$ cat config.mk
export PLATFORM = sky130hd
export DESIGN_NAME = dbg_mailbox
export DESIGN_NICKNAME = d
export VERILOG_FILES = /design/src/rtl/dbg_mbox_pkg.sv /design/src/rtl/dbg_mbox_ctrl.sv /design/src/rtl/dbg_mbox_dp.sv /design/src/rtl/dbg_mailbox.sv
export SDC_FILE = /design/constraint.sdc
export NUM_CORES = 1
export LEC_CHECK = 0
export BUFFER_PORTS_ARGS = -buffer_cell sky130_fd_sc_hd__buf_4
export CORE_ASPECT_RATIO = 1.2
export CORE_MARGIN = 2
export CORE_UTILIZATION = 45
export DETAILED_ROUTE_END_ITERATION = 8
export PLACE_DENSITY = 0.74
export SYNTH_ARGS = -nofsm -noshare
export SYNTH_HDL_FRONTEND = slang
export SYNTH_SLANG_ARGS = --single-unit
$ cat constraint.sdc
create_clock -name clk -period 2 [get_ports clk]
set_input_delay 0.4 -clock clk [delete_from_list [all_inputs] [get_ports clk]]
set_output_delay 0.4 -clock clk [all_outputs]
set_load 0.05 [all_outputs]
$ cat src/rtl/dbg_mbox_pkg.sv
package dbg_mbox_pkg;
  localparam int CPU_AW = 3;
  localparam int DBG_AW = 2;

  localparam logic [CPU_AW-1:0] CPU_INBOX  = 3'd0;
  localparam logic [CPU_AW-1:0] CPU_OUTBOX = 3'd1;
  localparam logic [CPU_AW-1:0] CPU_STATUS = 3'd2;
  localparam logic [CPU_AW-1:0] CPU_IEN    = 3'd3;
  localparam logic [CPU_AW-1:0] CPU_LOCK   = 3'd4;
  localparam logic [CPU_AW-1:0] CPU_ID     = 3'd5;
  localparam logic [CPU_AW-1:0] CPU_EXTID  = 3'd6;

  localparam logic [DBG_AW-1:0] DBG_INBOX  = 2'd0;
  localparam logic [DBG_AW-1:0] DBG_OUTBOX = 2'd1;
  localparam logic [DBG_AW-1:0] DBG_STATUS = 2'd2;

  typedef struct packed {
    logic inLoad;
    logic inTake;
    logic outLoad;
    logic outTake;
    logic ienLoad;
    logic lockLoad;
  } mboxStrobes_t;
endpackage

$ cat src/rtl/dbg_mbox_ctrl.sv
module dbg_mbox_ctrl
  import dbg_mbox_pkg::*;
(
  input  logic [CPU_AW-1:0] cpuAddr,
  input  logic              cpuWr,
  input  logic              cpuRd,
  input  logic [DBG_AW-1:0] dbgAddr,
  input  logic              dbgWr,
  input  logic              dbgRd,
  input  logic              locked,
  output mboxStrobes_t      strb,
  output logic              dbgOpen
);
  always_comb begin
    dbgOpen       = !locked;
    strb          = '0;
    strb.inLoad   = dbgOpen && dbgWr && (dbgAddr == DBG_INBOX);
    strb.inTake   = cpuRd && (cpuAddr == CPU_INBOX);
    strb.outLoad  = cpuWr && (cpuAddr == CPU_OUTBOX);
    strb.outTake  = dbgOpen && dbgRd && (dbgAddr == DBG_OUTBOX);
    strb.ienLoad  = cpuWr && (cpuAddr == CPU_IEN);
    strb.lockLoad = cpuWr && (cpuAddr == CPU_LOCK);
  end
endmodule

$ cat src/rtl/dbg_mbox_dp.sv
module dbg_mbox_dp
  import dbg_mbox_pkg::*;
#(
  parameter int                DATA_W    = 32,
  parameter logic [DATA_W-1:0] ID_VALUE  = '0,
  parameter logic [DATA_W-1:0] EXT_VALUE = '0,
  parameter int                EXT_BIT   = DATA_W - 1
) (
  input  logic              clk,
  input  logic              rstN,
  input  mboxStrobes_t      strb,
  input  logic              dbgOpen,
  input  logic [CPU_AW-1:0] cpuAddr,
  input  logic [DATA_W-1:0] cpuWdata,
  input  logic [DBG_AW-1:0] dbgAddr,
  input  logic [DATA_W-1:0] dbgWdata,
  output logic [DATA_W-1:0] cpuRdata,
  output logic [DATA_W-1:0] dbgRdata,
  output logic              rxPend,
  output logic              txPend,
  output logic              locked,
  output logic              irq
);
  localparam int OUT_BIT = DATA_W - 1;
  localparam int IN_BIT  = DATA_W - 2;

  logic [DATA_W-1:0] inWord, outWord, statusWord, extWord;
  logic              ienIn, ienOut;

  always_ff @(posedge clk or negedge rstN) begin
    if (!rstN) begin
      inWord <= '0;
      rxPend <= 1'b0;
    end else if (strb.inLoad) begin
      inWord <= dbgWdata;
      rxPend <= 1'b1;
    end else if (strb.inTake) begin
      rxPend <= 1'b0;
    end
  end

  always_ff @(posedge clk or negedge rstN) begin
    if (!rstN) begin
      outWord <= '0;
      txPend  <= 1'b0;
    end else if (strb.outLoad) begin
      outWord <= cpuWdata;
      txPend  <= 1'b1;
    end else if (strb.outTake) begin
      txPend <= 1'b0;
    end
  end

  always_ff @(posedge clk or negedge rstN) begin
    if (!rstN) begin
      ienIn  <= 1'b0;
      ienOut <= 1'b0;
      locked <= 1'b0;
    end else begin
      if (strb.ienLoad) begin
        ienIn  <= cpuWdata[IN_BIT];
        ienOut <= cpuWdata[OUT_BIT];
      end
      if (strb.lockLoad) locked <= cpuWdata[0];
    end
  end

  generate
    if (ID_VALUE[EXT_BIT]) begin : g_ext
      assign extWord = EXT_VALUE;
    end else begin : g_noext
      assign extWord = '0;
    end
  endgenerate

  always_comb begin
    statusWord          = '0;
    statusWord[OUT_BIT] = txPend;
    statusWord[IN_BIT]  = rxPend;
  end

  always_comb begin
    unique case (cpuAddr)
      CPU_INBOX:  cpuRdata = inWord;
      CPU_OUTBOX: cpuRdata = outWord;
      CPU_STATUS: cpuRdata = statusWord;
      CPU_IEN: begin
        cpuRdata          = '0;
        cpuRdata[OUT_BIT] = ienOut;
        cpuRdata[IN_BIT]  = ienIn;
      end
      CPU_LOCK: begin
        cpuRdata    = '0;
        cpuRdata[0] = locked;
      end
      CPU_ID:    cpuRdata = ID_VALUE;
      CPU_EXTID: cpuRdata = extWord;
      default:   cpuRdata = '0;
    endcase
  end

  always_comb begin
    dbgRdata = '0;
    if (dbgOpen) begin
      if (dbgAddr == DBG_OUTBOX)      dbgRdata = outWord;
      else if (dbgAddr == DBG_STATUS) dbgRdata = statusWord;
    end
  end

  assign irq = (rxPend && ienIn) || (txPend && ienOut);
endmodule

$ cat src/rtl/dbg_mailbox.sv
module dbg_mailbox
  import dbg_mbox_pkg::*;
#(
  parameter int                DATA_W    = 32,
  parameter logic [DATA_W-1:0] ID_VALUE  = 32'h8A5B_1234,
  parameter logic [DATA_W-1:0] EXT_VALUE = 32'h0000_00C3
) (
  input  logic              clk,
  input  logic              rstN,
  input  logic [CPU_AW-1:0] cpuAddr,
  input  logic              cpuWr,
  input  logic              cpuRd,
  input  logic [DATA_W-1:0] cpuWdata,
  output logic [DATA_W-1:0] cpuRdata,
  input  logic [DBG_AW-1:0] dbgAddr,
  input  logic              dbgWr,
  input  logic              dbgRd,
  input  logic [DATA_W-1:0] dbgWdata,
  output logic [DATA_W-1:0] dbgRdata,
  output logic              irq,
  output logic              tapForceRst
);
  mboxStrobes_t strb;
  logic dbgOpen, rxPend, txPend, locked;

  dbg_mbox_ctrl u_ctrl (
    .cpuAddr(cpuAddr), .cpuWr(cpuWr), .cpuRd(cpuRd),
    .dbgAddr(dbgAddr), .dbgWr(dbgWr), .dbgRd(dbgRd),
    .locked(locked), .strb(strb), .dbgOpen(dbgOpen)
  );

  dbg_mbox_dp #(
    .DATA_W(DATA_W), .ID_VALUE(ID_VALUE), .EXT_VALUE(EXT_VALUE)
  ) u_dp (
    .clk(clk), .rstN(rstN), .strb(strb), .dbgOpen(dbgOpen),
    .cpuAddr(cpuAddr), .cpuWdata(cpuWdata),
    .dbgAddr(dbgAddr), .dbgWdata(dbgWdata),
    .cpuRdata(cpuRdata), .dbgRdata(dbgRdata),
    .rxPend(rxPend), .txPend(txPend), .locked(locked), .irq(irq)
  );

  assign tapForceRst = locked;
endmodule

# After elaboration in Yosys (flattened, before gate mapping)
# Cells that the tools add are included.
[classes]
n_eq_ne = 8
muxes = 8
n_reduce_logical = 16
[ops]
columns = ["operator", "count"]
rows = [
  ["one-hot mux 32 bit (7 select lines)", 1],
  ["two-way mux 32 bit", 3],
  ["logical AND 1 bit", 10],
  ["equality test 3 bit, second input constant", 3],
  ["equality test 3 x 2 -> 1 bit, second input constant", 2],
  ["two-way mux 1 bit", 4],
  ["nonzero test 2 bit", 2],
  ["equality test 3 x 1 -> 1 bit, second input constant", 1],
  ["logical NOT 3 bit", 1],
  ["equality test 2 x 1 -> 1 bit, second input constant", 1],
  ["equality test 2 bit, second input constant", 1],
  ["logical NOT 2 bit", 1],
  ["logical NOT 1 bit", 1],
  ["logical OR 1 bit", 1],
]
[totals]
wordCells = 39
input_bits = 75
output_inout_bits = 66
reg_bits = 69

# Longest topological paths before layout
[depth]
depth_word = 5
depth_mapped = 5
ltp_nobuf = 3

# Hierarchy
# A second synthesis with hierarchy kept.
[unflattened]
cells_unflattened = 295
area_unflattened_um2 = 3502.1
[by_module_without_submodules]
columns = ["mod", "instances", "cells_each", "seq_area_each_um2", "area_per_inst_um2"]
rows = [
  ["dbg_mbox_dp", 1, 288, 1726.7, 3419.5],
  ["dbg_mbox_ctrl", 1, 7, 0.0, 82.6],
]

# Worst setup path after synthesis
# OpenSTA, ideal clock, no wires.
[synth_path]
path_type = "input port to output port"
start = "input port cpuAddr[1]"
end = "output port cpuRdata[1]"
setup_slack_ps = -502
stages = 4
arrival_ps = 2102
required_ps = 1600
path_cell_list = "buf_2 or2_1 buf_2 o21ai_0"
[synth_between]
elab_chain_len = 2
elab_cells_between_ends = 8
classes_between = "eq/ne (6); mux (1); reduce/logical (1)"
[synth_lines]
columns = ["item", "line", "source"]
rows = [
  ["start, declared", "dbg_mailbox.sv:10", "input logic [CPU_AW-1:0] cpuAddr,"],
  ["equality test 3 bit, or another cell as far along", "dbg_mbox_dp.sv:83", "unique case (cpuAddr)"],
  ["one-hot mux 32 bit (7 select lines) *", "dbg_mbox_dp.sv:83", ""],
  ["end, declared", "dbg_mailbox.sv:14", "output logic [DATA_W-1:0] cpuRdata,"],
]
# Every way passes the cells marked *; elsewhere a longest branch is shown, timed or not.

# Final worst setup path
[layout_path]
start = "register u_dp.locked"
end = "output port dbgRdata[23]"
[layout_between]
elab_chain_len = 1
[layout_lines]
columns = ["item", "line", "source"]
rows = [
  ["start, declared", "dbg_mbox_dp.sv:21", "output logic locked,"],
  ["start signal, assigned", "dbg_mbox_dp.sv:64", "if (strb.lockLoad) locked <= cpuWdata[0];"],
  ["two-way mux 32 bit", "dbg_mbox_dp.sv:104", "if (dbgOpen) begin"],
  ["end, declared", "dbg_mailbox.sv:19", "output logic [DATA_W-1:0] dbgRdata,"],
]
# No other way between the ends.

==> results.py <==
metrics = {
    "synth": {
        "synthesis.area_um2": 3440,
        "ys_seq_elements": 69,
        "yosys.area.top_type": "sky130_fd_sc_hd__dfrtp_1",
        "synth_area_leaders": "sky130_fd_sc_hd__dfrtp_1, sky130_fd_sc_hd__mux2_2, sky130_fd_sc_hd__mux2i_1",
        "syn-instance-count": 290,
        "netlist-cell-type-count": 27,
        "synth_nets": 365,
        "synth.yosys.warnings": 0,
        "synth_seq_area_share": 0.502,
        "yosysTopAreaCellShare": 0.502,
        "post_synth.cell_area_avg_um2": 11.9,
    },
    "final_layout": {
        "antennaDiodeCount": 0,
        "final_common_cell": "sky130_fd_sc_hd__buf_4",
        "final-instance-count-excl-fill": 539,
        "share_of_layout_cells_above_drive_strength_1": 0.668,
        "final.fill_count": 522,
        "multi_input_area_um2": 1780,
        "finalNetCount": 519,
        "finalCoreUtilization": 0.733,
        "area_growth_pct": 56.0,
        "register_area_um2": 1730,
        "final_cell_mix": "sky130_fd_sc_hd__buf_4, sky130_fd_sc_hd__dfrtp_1, sky130_fd_sc_hd__mux2_2",
    },
    "clock_tree": {
        "cts-buffers-inserted": 9,
        "tritoncts_clock_tree": "built",
        "cts.sinks": 69,
        "cts-root-buf": "sky130_fd_sc_hd__clkbuf_8",
        "cts_max_path_buffers": 2,
        "worst_skew_pair.late_latency_ns": 0.35,
        "htree_levels": 3,
        "path_clk_slew_ns": 0.08,
    },
    "sta": {
        "min_period_over_period": 0.997,
        "tightest_slew_ns": 0.323,
        "timing_max_transition_violations_final": 0,
        "max_freq_mhz": 501,
        "slew_headroom": 0.784,
        "layout_setup_ws_ns": 0.00579,
        "post-route-min-period_ns": 1.99,
        "rsz0062_at_grt": "true",
        "number_of_endpoints_failing_setup_at_the_final_stage": 0,
        "final.setup_skew_ns": 0.00966,
        "final_hold_viol_count": 0,
    },
    "die": {
        "row_count": 34,
        "die_w_um": 83.8,
        "die_area_um2": 8360,
        "core_area_um2": 7320,
        "initial_core_utilization": 0.470,
        "design.portCount": 141,
        "fp.dieH_um": 99.8,
    },
    "route": {
        "final_ant_viol_nets": 0,
        "routedWlPerCell_um": 17.8,
        "via_count": 2805,
        "highest_layer": "met4",
        "wl_met3_um": 644,
        "drc": 0,
        "avgViaCountPerCell": 5.20,
        "drt-pass1-iter-count": 4,
        "wl_mm": 9.58,
        "drt-initial-drc-count": 82,
        "route.met2.wl_mm": 4.95,
        "drt-met1-wl_mm": 3.86,
    },
    "setup_path": {
        "setup.worst_path.start_class": "register",
        "critical_path_depth": 5,
        "critPathSlowestCell": "sky130_fd_sc_hd__dfrtp_2",
        "timing.critical_path.slowest_cell_delay_ns": 0.43,
        "number_of_buffers_and_inverters_on_the_critical_path": 3,
        "critical-path-top-delay-family": "buffers and inverters",
        "crit_required_ns": 1.60,
        "worst_setup_path_end_kind": "output port",
        "cpMostUsedCell": "sky130_fd_sc_hd__buf_6",
        "worst-r2r-cell-count": 4,
        "worst-path-max-fanout": 8,
        "timing.critical_path.arrival_ns": 1.59,
        "criticalPathCategory": "reg2out",
        "crit_path_cell_trace": "nor3b_4 > buf_6 > buf_8 > and2_2 > buf_6",
    },
    "placed_design": {
        "dp_slack_ns": 0.116,
        "io_buffers": 140,
        "number_of_cells_in_the_design_after_placement": 517,
        "detailed_place_hpwl_mm": 6.46,
        "place.gp.congestion": 0.767,
    },
    "global_route": {
        "grt_antenna_before_repair": 0,
        "global_route.usage.total": 0.230,
        "grt_pass1_vias": 3045,
        "wire_length_of_the_first_global_routing_pass_mm": 15.1,
        "grt_start_max_net_pins": 49,
        "gr-total-overflow": 0,
    },
    "pwr": {
        "power-per-cell-area_nw_per_um2": 954,
        "worst_ir_drop_vdd_mv": 0.759,
        "leakagePower_uw": 0.00249,
    },
    "run": {
        "max_cap_viol_count": 0,
    },
    "worst_hold_path": {
        "holdCritPathClass": "in2reg",
        "whs_path_depth": 2,
    },
    "run_status": {
        "status": "completed",
    },
}
synth_stat cells:
master,count
sky130_fd_sc_hd__nor2_4,1
sky130_fd_sc_hd__a21o_1,2
sky130_fd_sc_hd__or2_1,1
sky130_fd_sc_hd__nand2b_1,2
sky130_fd_sc_hd__mux2i_1,21
sky130_fd_sc_hd__nand3b_1,1
sky130_fd_sc_hd__mux2_1,5
sky130_fd_sc_hd__mux2_2,61
sky130_fd_sc_hd__o21ai_0,17
sky130_fd_sc_hd__or3b_1,1
sky130_fd_sc_hd__a21oi_1,12
sky130_fd_sc_hd__or2_2,1
sky130_fd_sc_hd__and2_1,30
sky130_fd_sc_hd__dfrtp_1,69
sky130_fd_sc_hd__nor3b_1,2
sky130_fd_sc_hd__buf_6,6
sky130_fd_sc_hd__inv_1,1
sky130_fd_sc_hd__buf_2,7
sky130_fd_sc_hd__a22o_1,1
sky130_fd_sc_hd__nor2b_1,2
sky130_fd_sc_hd__o22ai_1,3
sky130_fd_sc_hd__a22oi_1,2
sky130_fd_sc_hd__nor2_1,18
sky130_fd_sc_hd__nor4b_4,1
sky130_fd_sc_hd__nand2_1,15
sky130_fd_sc_hd__o31a_1,1
sky130_fd_sc_hd__clkbuf_1,7
state kept, by name, summed over array words and instances, names as in the netlist:
name / cells
u_dp.inWord: 32
u_dp.outWord: 32
u_dp.ienIn: 1
u_dp.ienOut: 1
u_dp.locked: 1
u_dp.rxPend: 1
u_dp.txPend: 1
worst paths after layout:
check / end / slack, ns / startpoint
max: dbgRdata[23] / 0.006 / u_dp.locked
min: u_dp.inWord[30] / 0.27 / dbgWdata[30]
max reg2reg: u_dp.inWord[13] / 0.31 / u_dp.locked
min reg2reg: u_dp.inWord[1] / 0.50 / u_dp.inWord[1]
max in group asynchronous: u_dp.locked / 0.95 / rstN
min in group asynchronous: u_dp.outWord[21] / 0.48 / rstN
final cells by class:
| cell class | instances | area share |
|---|---|---|
| multi-input cells | 200 | 0.332 |
| flip-flops and latches | 69 | 0.322 |
| repair buffers | 163 | 0.278 |
| clock buffers | 11 | 0.0264 |
| well taps | 90 | 0.0210 |
| clock inverters | 5 | 0.0201 |
| inverters | 1 | 0.000700 |
power breakdown:
group          leakage [uW]  switching [uW]  internal, uW
Clock              0.000124             547           868
Combinational       0.00154             914           788
Sequential         0.000819             227          1780
stage by stage:
step	hold WS, ns	total power (uW)	cell area, um^2	TNS (ns)
detailed placement	0.312	3640	4860	0
floorplan	0.104	3110	3620	-0.825
global route	0.261	5350	5370	-1.14
global placement	0.308	3590	4860	0
CTS	0.256	5090	5170	0
finish	0.269	5120	5370	0
per-layer routing:
layer	up-vias	track usage
met5	-	0
met3	11	0.0740
met1	1391	0.277
met2	88	0.395
li1	1315	-
met4	0	0.0695
worst reg2reg max path, cell delays in order, from the launching register on:
cell                      delay [ns]
sky130_fd_sc_hd__dfrtp_2        0.43
sky130_fd_sc_hd__buf_4          0.17
sky130_fd_sc_hd__nor4b_4        0.33
sky130_fd_sc_hd__buf_12         0.27
sky130_fd_sc_hd__mux2_2         0.39
what timing repair did:
action	CTS	global route
buffers inserted	3	1
resized for setup	6	53
pin swaps	1	1
hold buffers	1	0
endpoints found under the setup margin	30	30
gates cloned	1	1
endpoints found under the hold margin	21	0
cells by family after synthesis:
| kind of cell | share of synthesized area |
|---|---|
| multiplexers | 0.277 |
| AND/OR/NAND/NOR | 0.121 |
| flip-flops | 0.502 |
| AO/OA/AOI/OAI | 0.0615 |
| buffers and inverters | 0.0386 |
Power figures use the tool's default switching activity.
